**config.mk**
```make
export PLATFORM = sky130hd
export DESIGN_NAME = rmii_reply_tx
export DESIGN_NICKNAME = d
export VERILOG_FILES = /design/src/rtl/rmii_reply_pkg.sv /design/src/rtl/rmii_tx_seq.sv /design/src/rtl/rmii_byte_mux.sv /design/src/rtl/rmii_crc32.sv /design/src/rtl/rmii_reply_tx.sv
export SDC_FILE = /design/constraint.sdc
export NUM_CORES = 1
export LEC_CHECK = 0
export BUFFER_PORTS_ARGS = -buffer_cell sky130_fd_sc_hd__buf_4
export CAP_MARGIN = 20
export CORE_UTILIZATION = 55
export DETAILED_ROUTE_END_ITERATION = 8
export PLACE_DENSITY = 0.73
export SYNTH_ARGS = -nofsm -noshare
export SYNTH_HDL_FRONTEND = slang
export SYNTH_SLANG_ARGS = --single-unit
```
**constraint.sdc**
```tcl
create_clock -name clk -period 6.1 [get_ports clk]
set_input_delay 0.305 -clock clk [delete_from_list [all_inputs] [get_ports clk]]
set_output_delay 0.305 -clock clk [all_outputs]
set_load 0.005 [all_outputs]
```
**src/rtl/rmii_reply_pkg.sv**
```systemverilog
package rmii_reply_pkg;

  typedef enum logic [1:0] {
    ST_IDLE = 2'd0,
    ST_SEND = 2'd1,
    ST_GAP  = 2'd2
  } tx_state_e;

  localparam logic [31:0] CRC_POLY_REFL = 32'hEDB88320;
  localparam logic [31:0] CRC_SEED      = 32'hFFFF_FFFF;

  // Advance a reflected CRC-32 by one byte, low bit first.
  function automatic logic [31:0] crc32_add_byte(input logic [31:0] crc_in,
                                                 input logic [7:0]  data);
    logic [31:0] r;
    r = crc_in;
    for (int i = 0; i < 8; i++) begin
      if (r[0] ^ data[i]) r = (r >> 1) ^ CRC_POLY_REFL;
      else                r = r >> 1;
    end
    return r;
  endfunction

  // Pick dibit number idx of a byte (0 = bits [1:0]).
  function automatic logic [1:0] byte_dibit(input logic [7:0] b,
                                            input logic [1:0] idx);
    return b[{idx, 1'b0} +: 2];
  endfunction

endpackage

```
**src/rtl/rmii_tx_seq.sv**
```systemverilog
module rmii_tx_seq
  import rmii_reply_pkg::*;
#(
  parameter int TOTAL_BYTES = 72,
  parameter int GAP_CYC     = 48,
  localparam int POS_W      = $clog2(TOTAL_BYTES),
  localparam int GCNT_W     = $clog2(GAP_CYC + 1)
) (
  input  logic             clk,
  input  logic             rst,
  input  logic             start_i,
  output tx_state_e        state_o,
  output logic [POS_W-1:0] pos_o,
  output logic [1:0]       dib_o,
  output logic             byte_done_o
);

  tx_state_e          state_q;
  logic [POS_W-1:0]   pos_q;
  logic [1:0]         dib_q;
  logic [GCNT_W-1:0]  gcnt_q;
  logic               last_dibit;

  assign byte_done_o = (state_q == ST_SEND) && (dib_q == 2'd3);
  assign last_dibit  = byte_done_o && (pos_q == POS_W'(TOTAL_BYTES - 1));

  always_ff @(posedge clk) begin
    if (rst) begin
      state_q <= ST_IDLE;
      pos_q   <= '0;
      dib_q   <= '0;
      gcnt_q  <= '0;
    end else begin
      case (state_q)
        ST_IDLE: begin
          if (start_i) begin
            state_q <= ST_SEND;
            pos_q   <= '0;
            dib_q   <= '0;
          end
        end
        ST_SEND: begin
          dib_q <= dib_q + 2'd1;
          if (last_dibit) begin
            state_q <= ST_GAP;
            gcnt_q  <= '0;
          end else if (byte_done_o) begin
            pos_q <= pos_q + POS_W'(1);
          end
        end
        ST_GAP: begin
          if (gcnt_q == GCNT_W'(GAP_CYC - 1)) state_q <= ST_IDLE;
          else                                gcnt_q  <= gcnt_q + GCNT_W'(1);
        end
        default: state_q <= ST_IDLE;
      endcase
    end
  end

  assign state_o = state_q;
  assign pos_o   = pos_q;
  assign dib_o   = dib_q;

endmodule

```
**src/rtl/rmii_byte_mux.sv**
```systemverilog
module rmii_byte_mux #(
  parameter logic [47:0] DST_MAC    = 48'h0,
  parameter logic [47:0] SRC_MAC    = 48'h0,
  parameter logic [15:0] ETH_TYPE   = 16'h0,
  parameter int          DATA_W     = 16,
  parameter int          PRE_BYTES  = 7,
  parameter int          PAD_BYTES  = 46,
  parameter int          POS_W      = 7,
  localparam int         HDR_BYTES  = 14,
  localparam int         HDR_BITS   = HDR_BYTES * 8,
  localparam int         DATA_BYTES = DATA_W / 8,
  localparam int         BODY_START = PRE_BYTES + 1,
  localparam int         PAY_START  = BODY_START + HDR_BYTES,
  localparam int         FCS_START  = PAY_START + PAD_BYTES
) (
  input  logic [POS_W-1:0]  pos_i,
  input  logic [DATA_W-1:0] data_i,
  input  logic [31:0]       crc_i,
  output logic [7:0]        byte_o,
  output logic              in_body_o,
  output logic              in_fcs_o
);

  localparam logic [HDR_BITS-1:0] HDR_VEC = {DST_MAC, SRC_MAC, ETH_TYPE};

  int p;
  int k;

  always_comb begin
    p         = int'(pos_i);
    k         = 0;
    byte_o    = 8'h00;
    in_body_o = (p >= BODY_START) && (p < FCS_START);
    in_fcs_o  = (p >= FCS_START);
    if (p < PRE_BYTES) begin
      byte_o = 8'h55;
    end else if (p == PRE_BYTES) begin
      byte_o = 8'hD5;
    end else if (p < PAY_START) begin
      k      = p - BODY_START;
      byte_o = HDR_VEC[HDR_BITS - 1 - 8 * k -: 8];
    end else if (p < FCS_START) begin
      k = p - PAY_START;
      if (k < DATA_BYTES) byte_o = data_i[DATA_W - 1 - 8 * k -: 8];
    end else begin
      k      = p - FCS_START;
      byte_o = ~crc_i[8 * k +: 8];
    end
  end

endmodule

```
**src/rtl/rmii_crc32.sv**
```systemverilog
module rmii_crc32
  import rmii_reply_pkg::*;
(
  input  logic        clk,
  input  logic        rst,
  input  logic        init_i,
  input  logic        step_i,
  input  logic [7:0]  byte_i,
  output logic [31:0] crc_o
);

  logic [31:0] crc_q;

  always_ff @(posedge clk) begin
    if (rst || init_i) crc_q <= CRC_SEED;
    else if (step_i)   crc_q <= crc32_add_byte(crc_q, byte_i);
  end

  assign crc_o = crc_q;

endmodule

```
**src/rtl/rmii_reply_tx.sv**
```systemverilog
module rmii_reply_tx
  import rmii_reply_pkg::*;
#(
  parameter logic [47:0] DST_MAC        = 48'h02_00_00_00_00_01,
  parameter logic [47:0] SRC_MAC        = 48'h02_00_00_00_00_02,
  parameter logic [15:0] ETH_TYPE       = 16'h88B5,
  parameter int          DATA_W         = 16,
  parameter int          PAYLOAD_BYTES  = 5,
  parameter int          MIN_PAYLOAD    = 46,
  parameter int          PREAMBLE_BYTES = 7,
  parameter int          GAP_BYTES      = 12
) (
  input  logic              clk,
  input  logic              rst,
  input  logic              req_valid_i,
  input  logic              req_write_i,
  input  logic [DATA_W-1:0] req_data_i,
  output logic              busy_o,
  output logic              tx_en_o,
  output logic [1:0]        txd_o
);

  localparam int PAD_BYTES   = (PAYLOAD_BYTES > MIN_PAYLOAD) ? PAYLOAD_BYTES : MIN_PAYLOAD;
  localparam int TOTAL_BYTES = PREAMBLE_BYTES + 1 + 14 + PAD_BYTES + 4;
  localparam int FRAME_CYC   = TOTAL_BYTES * 4;
  localparam int GAP_CYC     = GAP_BYTES * 4;
  localparam int POS_W       = $clog2(TOTAL_BYTES);

  tx_state_e         state;
  logic [POS_W-1:0]  pos;
  logic [1:0]        dib;
  logic              byte_done;
  logic [7:0]        cur_byte;
  logic              in_body;
  logic              fcs_phase;
  logic [31:0]       crc_q;
  logic [DATA_W-1:0] data_q;

  // Named events, also used by the bound checker.
  logic accept_evt;
  logic crc_step;

  assign accept_evt = req_valid_i && !req_write_i && (state == ST_IDLE);
  assign crc_step   = byte_done && in_body;

  always_ff @(posedge clk) begin
    if (rst)             data_q <= '0;
    else if (accept_evt) data_q <= req_data_i;
  end

  rmii_tx_seq #(
    .TOTAL_BYTES (TOTAL_BYTES),
    .GAP_CYC     (GAP_CYC)
  ) u_seq (
    .clk         (clk),
    .rst         (rst),
    .start_i     (accept_evt),
    .state_o     (state),
    .pos_o       (pos),
    .dib_o       (dib),
    .byte_done_o (byte_done)
  );

  rmii_byte_mux #(
    .DST_MAC   (DST_MAC),
    .SRC_MAC   (SRC_MAC),
    .ETH_TYPE  (ETH_TYPE),
    .DATA_W    (DATA_W),
    .PRE_BYTES (PREAMBLE_BYTES),
    .PAD_BYTES (PAD_BYTES),
    .POS_W     (POS_W)
  ) u_mux (
    .pos_i     (pos),
    .data_i    (data_q),
    .crc_i     (crc_q),
    .byte_o    (cur_byte),
    .in_body_o (in_body),
    .in_fcs_o  (fcs_phase)
  );

  rmii_crc32 u_crc (
    .clk    (clk),
    .rst    (rst),
    .init_i (accept_evt),
    .step_i (crc_step),
    .byte_i (cur_byte),
    .crc_o  (crc_q)
  );

  assign tx_en_o = (state == ST_SEND);
  assign txd_o   = tx_en_o ? byte_dibit(cur_byte, dib) : 2'b00;
  assign busy_o  = (state != ST_IDLE);

endmodule

```
==> impl_results.md, run 1 <==
* Post-synthesis sequential area ratio at 27.96%
* Final hold vios at 0
* Die ar. at 8834 um^2
* Hpwl dp at 7774 um
* Peak supply drop at 0.0001785 V
* Synth Cell Area at 4654 um^2
* Synth unique cells at 64
* Root buf cell: clkbuf_8
* Post-layout util at 61.06%
* Hold-fix buffers, CTS at 0
* Post_cts resized at 0
* RSZ-0062 raised after global routing: no
* Routability congestion estimate at 0.9397
* Post-Route WL at 10590 um
* Grt peak-use layer: met2
* CP Launch Type: flop
* Most used DFF post-synth: dfxtp_1
* Comb power frac at 9.0%
* Commonest non-fill, non-tap cell in the layout: nand2_1
* Number of port buffers at 23
* Placed cells at 609
* Grt met2 use at 43.43%
* Routed len/inst at 16.92 um
* Clock power share at 42.2%
* Relative slew margins at 30.87%
* Seq cells post-synth at 65
* Clk sink count at 65
* FMAX at 232.9 MHz
* Total power at 0.0008999 W
* Total number of vias at 3677
* Final TNS setup at 0 ps
* Final Max Tran Viols at 0
* Inserted Clock Buffers at 9
* Clock Path Buffers at 2
* Vias in the first global route at 3600
* DRT antenna net count at 0
* Initial DRT Pass Iterations at 5
* Worst-margin pin slew at 1033 ps
* Layout cells sized above 1 at 15.19%
* Filler cells at 693
* Initial Util at 56.65%
* Sw Pwr at 0.0002398 W
* Final period util at 70.38%
* # DRC at 0
* Core area at 8217 um^2
* Ys async rst share at 0%
* Routed vias/inst at 5.874
* Final net count at 554
* Post-CTS Setup Inserts at 0
* Setup Viol. Count Final at 0
* Most frequent cells in the layout: nand2_1 (76), dfxtp_1 (65), a21oi_1 (49)
* Fin cells at 626
* Met1 usage at 33.11%
* Synth-to-Final Area Change at 7.796%
* Gr ovfl total at 0
* Hold Path Class: in -> reg
* Synthesized instance count at 508
* CTS tree: built
* Worst Skew at 9.374 ps
* Initial antenna violation count at 0
* Worst-Skew Late Latency at 350 ps
* WS Path Type: reg -> reg
* CTS H-tree lvls at 3
* Syn Nets at 547
* CTS clk-pin slew, worst paths at 80 ps
* Arr. time, crit path at 4560 ps
* Largest net degree at the start of global routing at 35
* Switching Fraction at 26.64%
* Syn. warnings at 0
* CP Max Fanout at 19
* Io pins at 24
* Sequential power share at 48.8%
* EDFF count, synth at 0
* First-pass GRT wire length at 17660 um
* Initial drt markers at 199
* Chip Height at 93.99 um
* Data required time at the worst endpoint at 6370 ps
* P_leak at 1.957 nW
* Average cell area after synthesis at 9.162 um^2
* CP Capture Type: flop
* Pwr dens at 179.4 nW/um^2
* Pint at 0.0006602 W
* Status: finished clean
* Met3 Use GR at 5.097%
* Overall die width at 93.99 um
* Row count at 33
* Maxcap violations at 0
* Gr usage total at 26.13%
* Min Tclk post-route at 4293 ps
-- final timing paths --
path / slack (ps) / end / startpoint / cells after the start
worst max-delay path: 1810 / u_crc.crc_o[17] / u_seq.pos_o[1] / 10
worst min-delay path: 200 / data_q[12] / req_data_i[12] / 3
worst max register to register: 1810 / u_crc.crc_o[17] / u_seq.pos_o[1] / 10
worst min register to register: 450 / data_q[0] / data_q[0] / 2
-- synthesized netlist by cell type, types with 3 or more instances --
master,instances,area share (%)
nor2_2,3,0.40
buf_2,3,0.32
nand3_1,15,1.6
a21oi_1,49,5.3
or3_1,4,0.54
nand2b_1,3,0.40
nand4_1,7,0.94
and2_1,4,0.54
xor2_2,4,1.4
a31oi_1,4,0.54
o21ai_0,11,1.2
mux4_2,9,4.4
nand2_1,76,6.1
buf_6,4,0.97
dfxtp_1,65,28
xor2_1,17,3.2
and3_1,9,1.2
nor3_1,14,1.5
nor2_1,29,2.3
o22ai_1,4,0.54
inv_1,10,0.81
xor2_4,3,1.8
mux2_2,3,0.73
a2bb2oi_1,3,0.56
ha_1,19,5.1
mux2i_1,6,1.3
clkbuf_1,19,1.5
xnor2_1,34,6.4
xnor3_1,13,6.3
o211ai_1,17,2.7
buf_4,3,0.48
o21ai_1,4,0.43
-- flip-flops by register name (all words and copies together) (netlist names) --
signal and count:
u_crc.crc_o 32, data_q 16, u_seq.pos_o 7, u_seq.gcnt_q 6, u_seq.dib_o 2, u_seq.state_o 2
-- cell families (layout without fill, tap and decap cells) --
group | Yosys count | in the layout | synth area share, %
flip-flops | 65 | 65 | 27.96
XOR/XNOR | 75 | 75 | 21.18
adder cells (fa/ha/maj) | 19 | 19 | 5.108
AO/OA/AOI/OAI | 113 | 113 | 16.10
buffers and inverters | 41 | 53 | 4.704
multiplexers | 19 | 19 | 6.935
other | 0 | 1 | 0
AND/OR/NAND/NOR | 176 | 176 | 18.01
-- stage by stage --
step / hold WS, ps / worst slack, ps / instance area (um^2)
6_report: 198.3 / 1807 / 5017
5_1_grt: 201.6 / 1569 / 5015
4_1_cts: 181.6 / 1846 / 5015
3_5_place_dp: 445.6 / 1893 / 4812
3_3_place_gp: 443.2 / 1985 / 4812
2_1_floorplan: 432.9 / 2561 / 4654
-- cell type report --
class,count,area (um^2),area share [%]
multi-input cells,402,3139,62.57
flip-flops and latches,65,1301,25.94
repair buffers,27,202.7,4.040
well taps,105,131.4,2.618
clock buffers,10,127.6,2.544
clock inverters,6,75.07,1.496
inverters,10,37.54,0.7481
diodes,1,2.502,0.04988
-- critical path, cell delays in order (launching register included) --
cell and delay, ps:
dfxtp_1 890, ha_1 500, and2b_1 240, or3_4 340, a211oi_4 400, a41oi_1 200, o311ai_2 170, xor2_2 530
xnor3_1 580, xnor3_1 200, o21ai_0 170
-- routing by layer --
metal	wire, um	up-vias
met5	0	-
met4	291	0
met3	441	26
met2	5095	86
met1	4764	1762
li1	-	1803
-- power by group through the flow --
| stage | clock, W | combinational (W) | sequential, W |
|---|---|---|---|
| detailed placement | 0 | 0.0000805 | 0.000449 |
| finish | 0.000380 | 0.0000806 | 0.000439 |
| global route | 0.000405 | 0.0000900 | 0.000441 |
| floorplan | 0 | 0.0000531 | 0.000448 |
| CTS | 0.000391 | 0.0000808 | 0.000439 |
| global placement | 0 | 0.0000787 | 0.000449 |
No activity file was read; power rests on OpenSTA's default activity.
==> run 2, diff against run 1 <==
PLACE_DENSITY = 0.76   (was 0.73)
clock period = 3.4 ns   (was 6.1 ns; I/O delays follow)
==> run 2 against run 1 <==
  * The flow now finishes with violations (negative setup slack)
  * Hold slack got worse by 150 ps
  * Global-route usage rose by 3.1 points
  * Worst setup slack got worse by 1800 ps
  * Die area did not move
  * Utilization rose by 6.7 points
  * Total power rose by 92%
  * Clock power rose by 110%
  * Sequential cell count did not move
  * Clock skew rose by 6.0 ps
  * Clock-buffer cell count fell by 1
  * Cell count rose by 7.5%
  * Routed wire length rose by 15%
  * Largest power group is now the clock network
==> impl_results.md, run 2 (synthesized netlist as in run 1, its figures left out) <==
* Layout cells sized above 1 at 26.41%
* Initial antenna violation count at 0
* Synth-to-Final Area Change at 19.57%
* Total power at 0.001729 W
* Commonest non-fill, non-tap cell in the layout: nand2_1
* Hold_sp: req_data_i[12]
* Hpwl dp at 8594 um
* CP Max Fanout at 6
* Routability congestion estimate at 0.9351
* Critical Path Max Stage Delay at 610 ps
* FMAX at 293.5 MHz
* Inserted Clock Buffers at 9
* First-pass GRT wire length at 19290 um
* Min Tclk post-route at 3407 ps
* Setup Viol. Count Final at 2
* Most frequent cells in the layout: nand2_1 (76), buf_4 (71), dfxtp_1 (64)
* R2R depth at 11
* Slowest CP cell: xnor3_2
* Final Max Tran Viols at 0
* Number of port buffers at 23
* Worst R2R Setup Slack at -7 ps
* R2r endpoint: u_crc.crc_o[26]
* Reg-to-reg critical path startpoint: u_seq.pos_o[3]
* # DRC at 0
* Io pins at 24
* P_leak at 2.259 nW
* Initial drt markers at 266
* DRT antenna net count at 0
* Pwr dens at 310.6 nW/um^2
* CTS H-tree lvls at 3
* Routed vias/inst at 6.000
* Chip Height at 93.99 um
* Gr ovfl total at 0
* Worst Hold End: data_q[12]
* Clock Path Buffers at 2
* WHS Path Cells at 3
* Final net count at 602
* WS Path Type: reg -> reg
* Gr usage total at 29.20%
* Relative slew margins at 60.40%
* Worst-margin pin slew at 591.8 ps
* Root buf cell: clkbuf_8
* Status: finished with violations
* Final TNS setup at -10.59 ps
* CP Capture Type: flop
* Clk sink count at 65
* CP Launch Type: flop
* Initial Util at 56.65%
* ANT cells at 0
* WP buf/inv at 1
* Peak supply drop at 0.0002531 V
* Setup ws final at -6.652 ps
* Die ar. at 8834 um^2
* Total number of vias at 4038
* CTS clk-pin slew, worst paths at 80 ps
* Final hold vios at 0
* Worst-Skew Late Latency at 370 ps
* Routed len/inst at 18.17 um
* Filler cells at 626
* Row count at 33
* CTS tree: built
* Vias in the first global route at 3906
* Minimum hold slack at 43.77 ps
* Initial DRT Pass Iterations at 7
* Worst path cell trace: clkinvlp_4 > ha_4 > xnor2_1 > or3_4 > a211oi_4 > a21oi_2 > a2111oi_4 > xnor3_2 > xnor2_4 > xnor3_1 > a21oi_1
* Max reg flops at 32
* Overall die width at 93.99 um
* Largest net degree at the start of global routing at 30
* Post-Route WL at 12230 um
* Family with the most delay on the worst path: XOR/XNOR gates
* Hold Path Class: in -> reg
* Data required time at the worst endpoint at 3700 ps
* Arr. time, crit path at 3710 ps
* Core area at 8217 um^2
* Worst Skew at 15.37 ps
* Failing checks: negative setup slack
* RSZ-0062 raised after global routing: yes
* Maxcap violations at 0
* Final period util at 100.2%
[run 2: cell type report]
type	instances	area, um^2	share of cell area, %
multi-input combinational	402	3258	58.54
sequential	65	1305	23.45
timing repair buffer	75	604.3	10.86
tap	105	131.4	2.361
clock buffer	9	123.9	2.226
clock inverter	7	101.3	1.821
inverter	10	41.29	0.7419
[run 2: per-stage QoR]
| step | std cells | setup WS [ps] | util [%] | area [um^2] |
|---|---|---|---|---|
| after floorplan | 508 | 16.34 | - | 4698 |
| after global placement | 644 | 18.49 | 62.34 | 5122 |
| after detailed placement | 644 | -102.3 | 62.34 | 5122 |
| after CTS | 663 | -26.53 | 65.59 | 5389 |
| after global routing | 673 | -93.89 | 67.73 | 5565 |
| final | 673 | -6.652 | 67.73 | 5565 |
[run 2: where the power goes]
part / leakage (nW) / total, W / switching [W] / internal, W
registers: 0.528 / 0.000788 / 0.0000115 / 0.000777
clock network: 0.112 / 0.000789 / 0.000368 / 0.000421
logic: 1.62 / 0.000151 / 0.0000906 / 0.0000608
total: 2.26 / 0.00173 / 0.000471 / 0.00126
[run 2: worst max path at each step]
stage	from	endpoint	cells past startpoint
after floorplan	u_seq.pos_o[3]	u_crc.crc_o[26]	12
after global placement	u_seq.pos_o[3]	u_crc.crc_o[26]	11
after detailed placement	u_seq.pos_o[3]	u_crc.crc_o[26]	11
after CTS	u_seq.pos_o[3]	u_crc.crc_o[26]	11
after global routing	u_seq.pos_o[3]	u_crc.crc_o[26]	11
final	u_seq.pos_o[3]	u_crc.crc_o[26]	11
[run 2: what timing repair did]
item,CTS,global route
endpoints found under the hold margin,0,0
pin swaps,1,16
hold buffers,0,0
endpoints found under the setup margin,3,21
setup buffers,3,10
gates resized for setup,2,21
[run 2: tightest hold or removal path, cell delays in order]
cell     delay, ps
buf_4          110
nand2_1         50
a21oi_1         50
[run 2: per-layer routing]
metal	vias up	part of all wire (%)	GRT usage, %
li1	1905	-	-
met3	42	5.1	5.502
met1	1955	42	35.60
met4	0	3.7	16.54
met5	-	0	0
met2	136	49	48.18
==> run 3, diff against run 2 <==
CAP_MARGIN = 15   (was 20)
CELL_PAD_IN_SITES_DETAIL_PLACEMENT = 0   (was unset)
CELL_PAD_IN_SITES_GLOBAL_PLACEMENT = 1   (was unset)
CORE_UTILIZATION = 44   (was 55)
PLACE_DENSITY = unset   (was 0.76)
PLACE_DENSITY_LB_ADDON = 0.1   (was unset)
==> run 3 against run 2 <==
  * The flow now finishes without violations
  * Sequential share of layout area shrank 0.74 points
  * Combinational power is essentially flat
  * Hold slack gained 9.4 ps
  * Critical path depth grew 2
  * Routed wire length shrank 0.96%
  * Non-clock buffer count grew 16
  * Total power shrank 6.3%
  * Critical endpoint is now u_crc.crc_o[18]
==> impl_results.md, run 3 (synthesized netlist as in run 1, its figures left out) <==
* Core area at 10280 um^2
* Switching Fraction at 27.19%
* CP Capture Type: flop
* Max reg flops at 32
* Clock power share at 42.1%
* Fin cells at 720
* RSZ-0062 raised after global routing: yes
* Chip Height at 104.9 um
* Gr usage total at 22.73%
* CP Launch Type: flop
* Relative slew margins at 58.49%
* Critical path endpoint: u_crc.crc_o[18]
* R2r endpoint: u_crc.crc_o[18]
* Final net count at 618
* Overall die width at 104.9 um
* Met1 usage at 28.41%
* Commonest non-fill, non-tap cell in the layout: buf_4
* Grt met2 use at 39.36%
* Row count at 37
* Most frequent cells in the layout: buf_4 (86), nand2_1 (75), dfxtp_1 (62)
* Arr. time, crit path at 3580 ps
* Routed vias/inst at 5.406
* Clk sink count at 65
* Synth-to-Final Area Change at 23.71%
* Placed cells at 687
* Peak supply drop at 0.0002003 V
* Comb power frac at 9.2%
* Post-Route WL at 12110 um
* Initial DRT Pass Iterations at 6
* Data required time at the worst endpoint at 3620 ps
* CP Max Fanout at 6
* Initial drt markers at 190
* Pwr dens at 281.2 nW/um^2
* Worst-Skew Late Latency at 360 ps
* Setup Viol. Count Final at 0
* P_leak at 2.347 nW
* Hold Path Class: in -> reg
* Root buf cell: clkbuf_8
* Grt peak-use layer: met2
* Worst-margin pin slew at 620.3 ps
* DRT antenna net count at 0
* Number of port buffers at 23
* Minimum hold slack at 53.14 ps
* Sequential power share at 48.6%
* Worst Skew at 19.57 ps
* Routed len/inst at 16.82 um
* Final TNS setup at 0 ps
* Initial Util at 45.29%
* Initial antenna violation count at 0
* Routability congestion estimate at 0.8487
* Io pins at 24
* Clock Path Buffers at 2
* Final period util at 98.82%
* WS Path Type: reg -> reg
* Reg-to-reg critical path startpoint: u_seq.pos_o[3]
* Min Tclk post-route at 3360 ps
* Vias in the first global route at 3792
* Status: finished clean
* Pint at 0.001179 W
* Hold-fix buffers, CTS at 0
* FMAX at 297.6 MHz
* Maxcap violations at 0
* # DRC at 0
* Sw Pwr at 0.0004403 W
* Layout cells sized above 1 at 29.97%
* Final Max Tran Viols at 0
* R2R depth at 13
* CTS tree: built
* CTS clk-pin slew, worst paths at 90 ps
* Largest net degree at the start of global routing at 48
* Met3 Use GR at 3.618%
* First-pass GRT wire length at 19520 um
* CTS H-tree lvls at 3
* Die ar. at 10990 um^2
* Gr ovfl total at 0
* Final hold vios at 0
* Hpwl dp at 8895 um
* Inserted Clock Buffers at 9
* Worst R2R Setup Slack at 40 ps
* ANT cells at 0
* Total number of vias at 3892
* CP Launch Point: u_seq.pos_o[3]
==> run 3: cell count changes in the layout (fill, tap and decap cells not counted), sizes merged <==
cell | before | now
buf | 75 | 91
bufinv | 2 | 1
clkbuf | 9 | 10
==> run 3: worst min-delay path by stage <==
stage	cells after the start	slack, ps	endpoint	start
4_1_cts	3	50	data_q[7]	req_data_i[7]
3_3_place_gp	3	420	data_q[7]	req_data_i[7]
6_report	3	50	data_q[2]	req_data_i[2]
3_5_place_dp	3	430	data_q[7]	req_data_i[7]
5_1_grt	3	60	data_q[8]	req_data_i[8]
2_1_floorplan	2	310	data_q[10]	req_data_i[10]
==> run 3: area by class of cell <==
type / count / area, um^2
fillers: 984 / 4519
clock buffers: 10 / 127.6
clock inverters: 6 / 65.06
repair buffers: 91 / 710.7
inverters: 10 / 41.29
multi-input cells: 402 / 3336
well taps: 136 / 170.2
flip-flops and latches: 65 / 1308
==> run 3: power by group through the flow <==
| stage | Combinational [W] | Clock, W | Sequential (W) |
|---|---|---|---|
| after floorplan | 0.0000952 | 0 | 0.000802 |
| after global placement | 0.000148 | 0 | 0.000805 |
| after detailed placement | 0.000151 | 0 | 0.000805 |
| after CTS | 0.000151 | 0.000696 | 0.000788 |
| after global routing | 0.000167 | 0.000728 | 0.000790 |
| final | 0.000150 | 0.000682 | 0.000788 |
==> run 3: worst max-delay path: stages, from the launching register on <==
cell,delay (ps)
dfxtp_4,360
clkinvlp_4,180
ha_4,230
xnor2_2,130
or3_4,390
a211oi_4,340
a31oi_2,170
o211ai_1,120
buf_4,180
xor2_4,200
buf_4,150
xnor3_2,360
xnor3_1,370
a21oi_1,60
==> run 3: stage by stage <==
stage                     setup WS (ps)  utilization [%]  power [W]  cell area, um^2
after floorplan                   16.34                -  0.0008977             4698
after global placement            68.33            51.10  0.0009526             5251
after detailed placement         -3.726            51.10  0.0009565             5251
after CTS                         8.908            53.09   0.001635             5456
after global routing             -118.2            56.03   0.001685             5758
final                             40.12            56.03   0.001619             5758
==> run 3: routing by layer <==
metal,wire [um],up-vias
li1,-,1936
met1,5263,1867
met2,6164,73
met3,482,16
met4,202,0
met5,0,-
==> run 3: timing repair <==
action                     in CTS  in global routing
resized for setup               4                 37
setup endpoints to repair       2                 22
hold endpoints to repair        0                  0
pin swaps                       2                 25
buffers inserted                0                 18
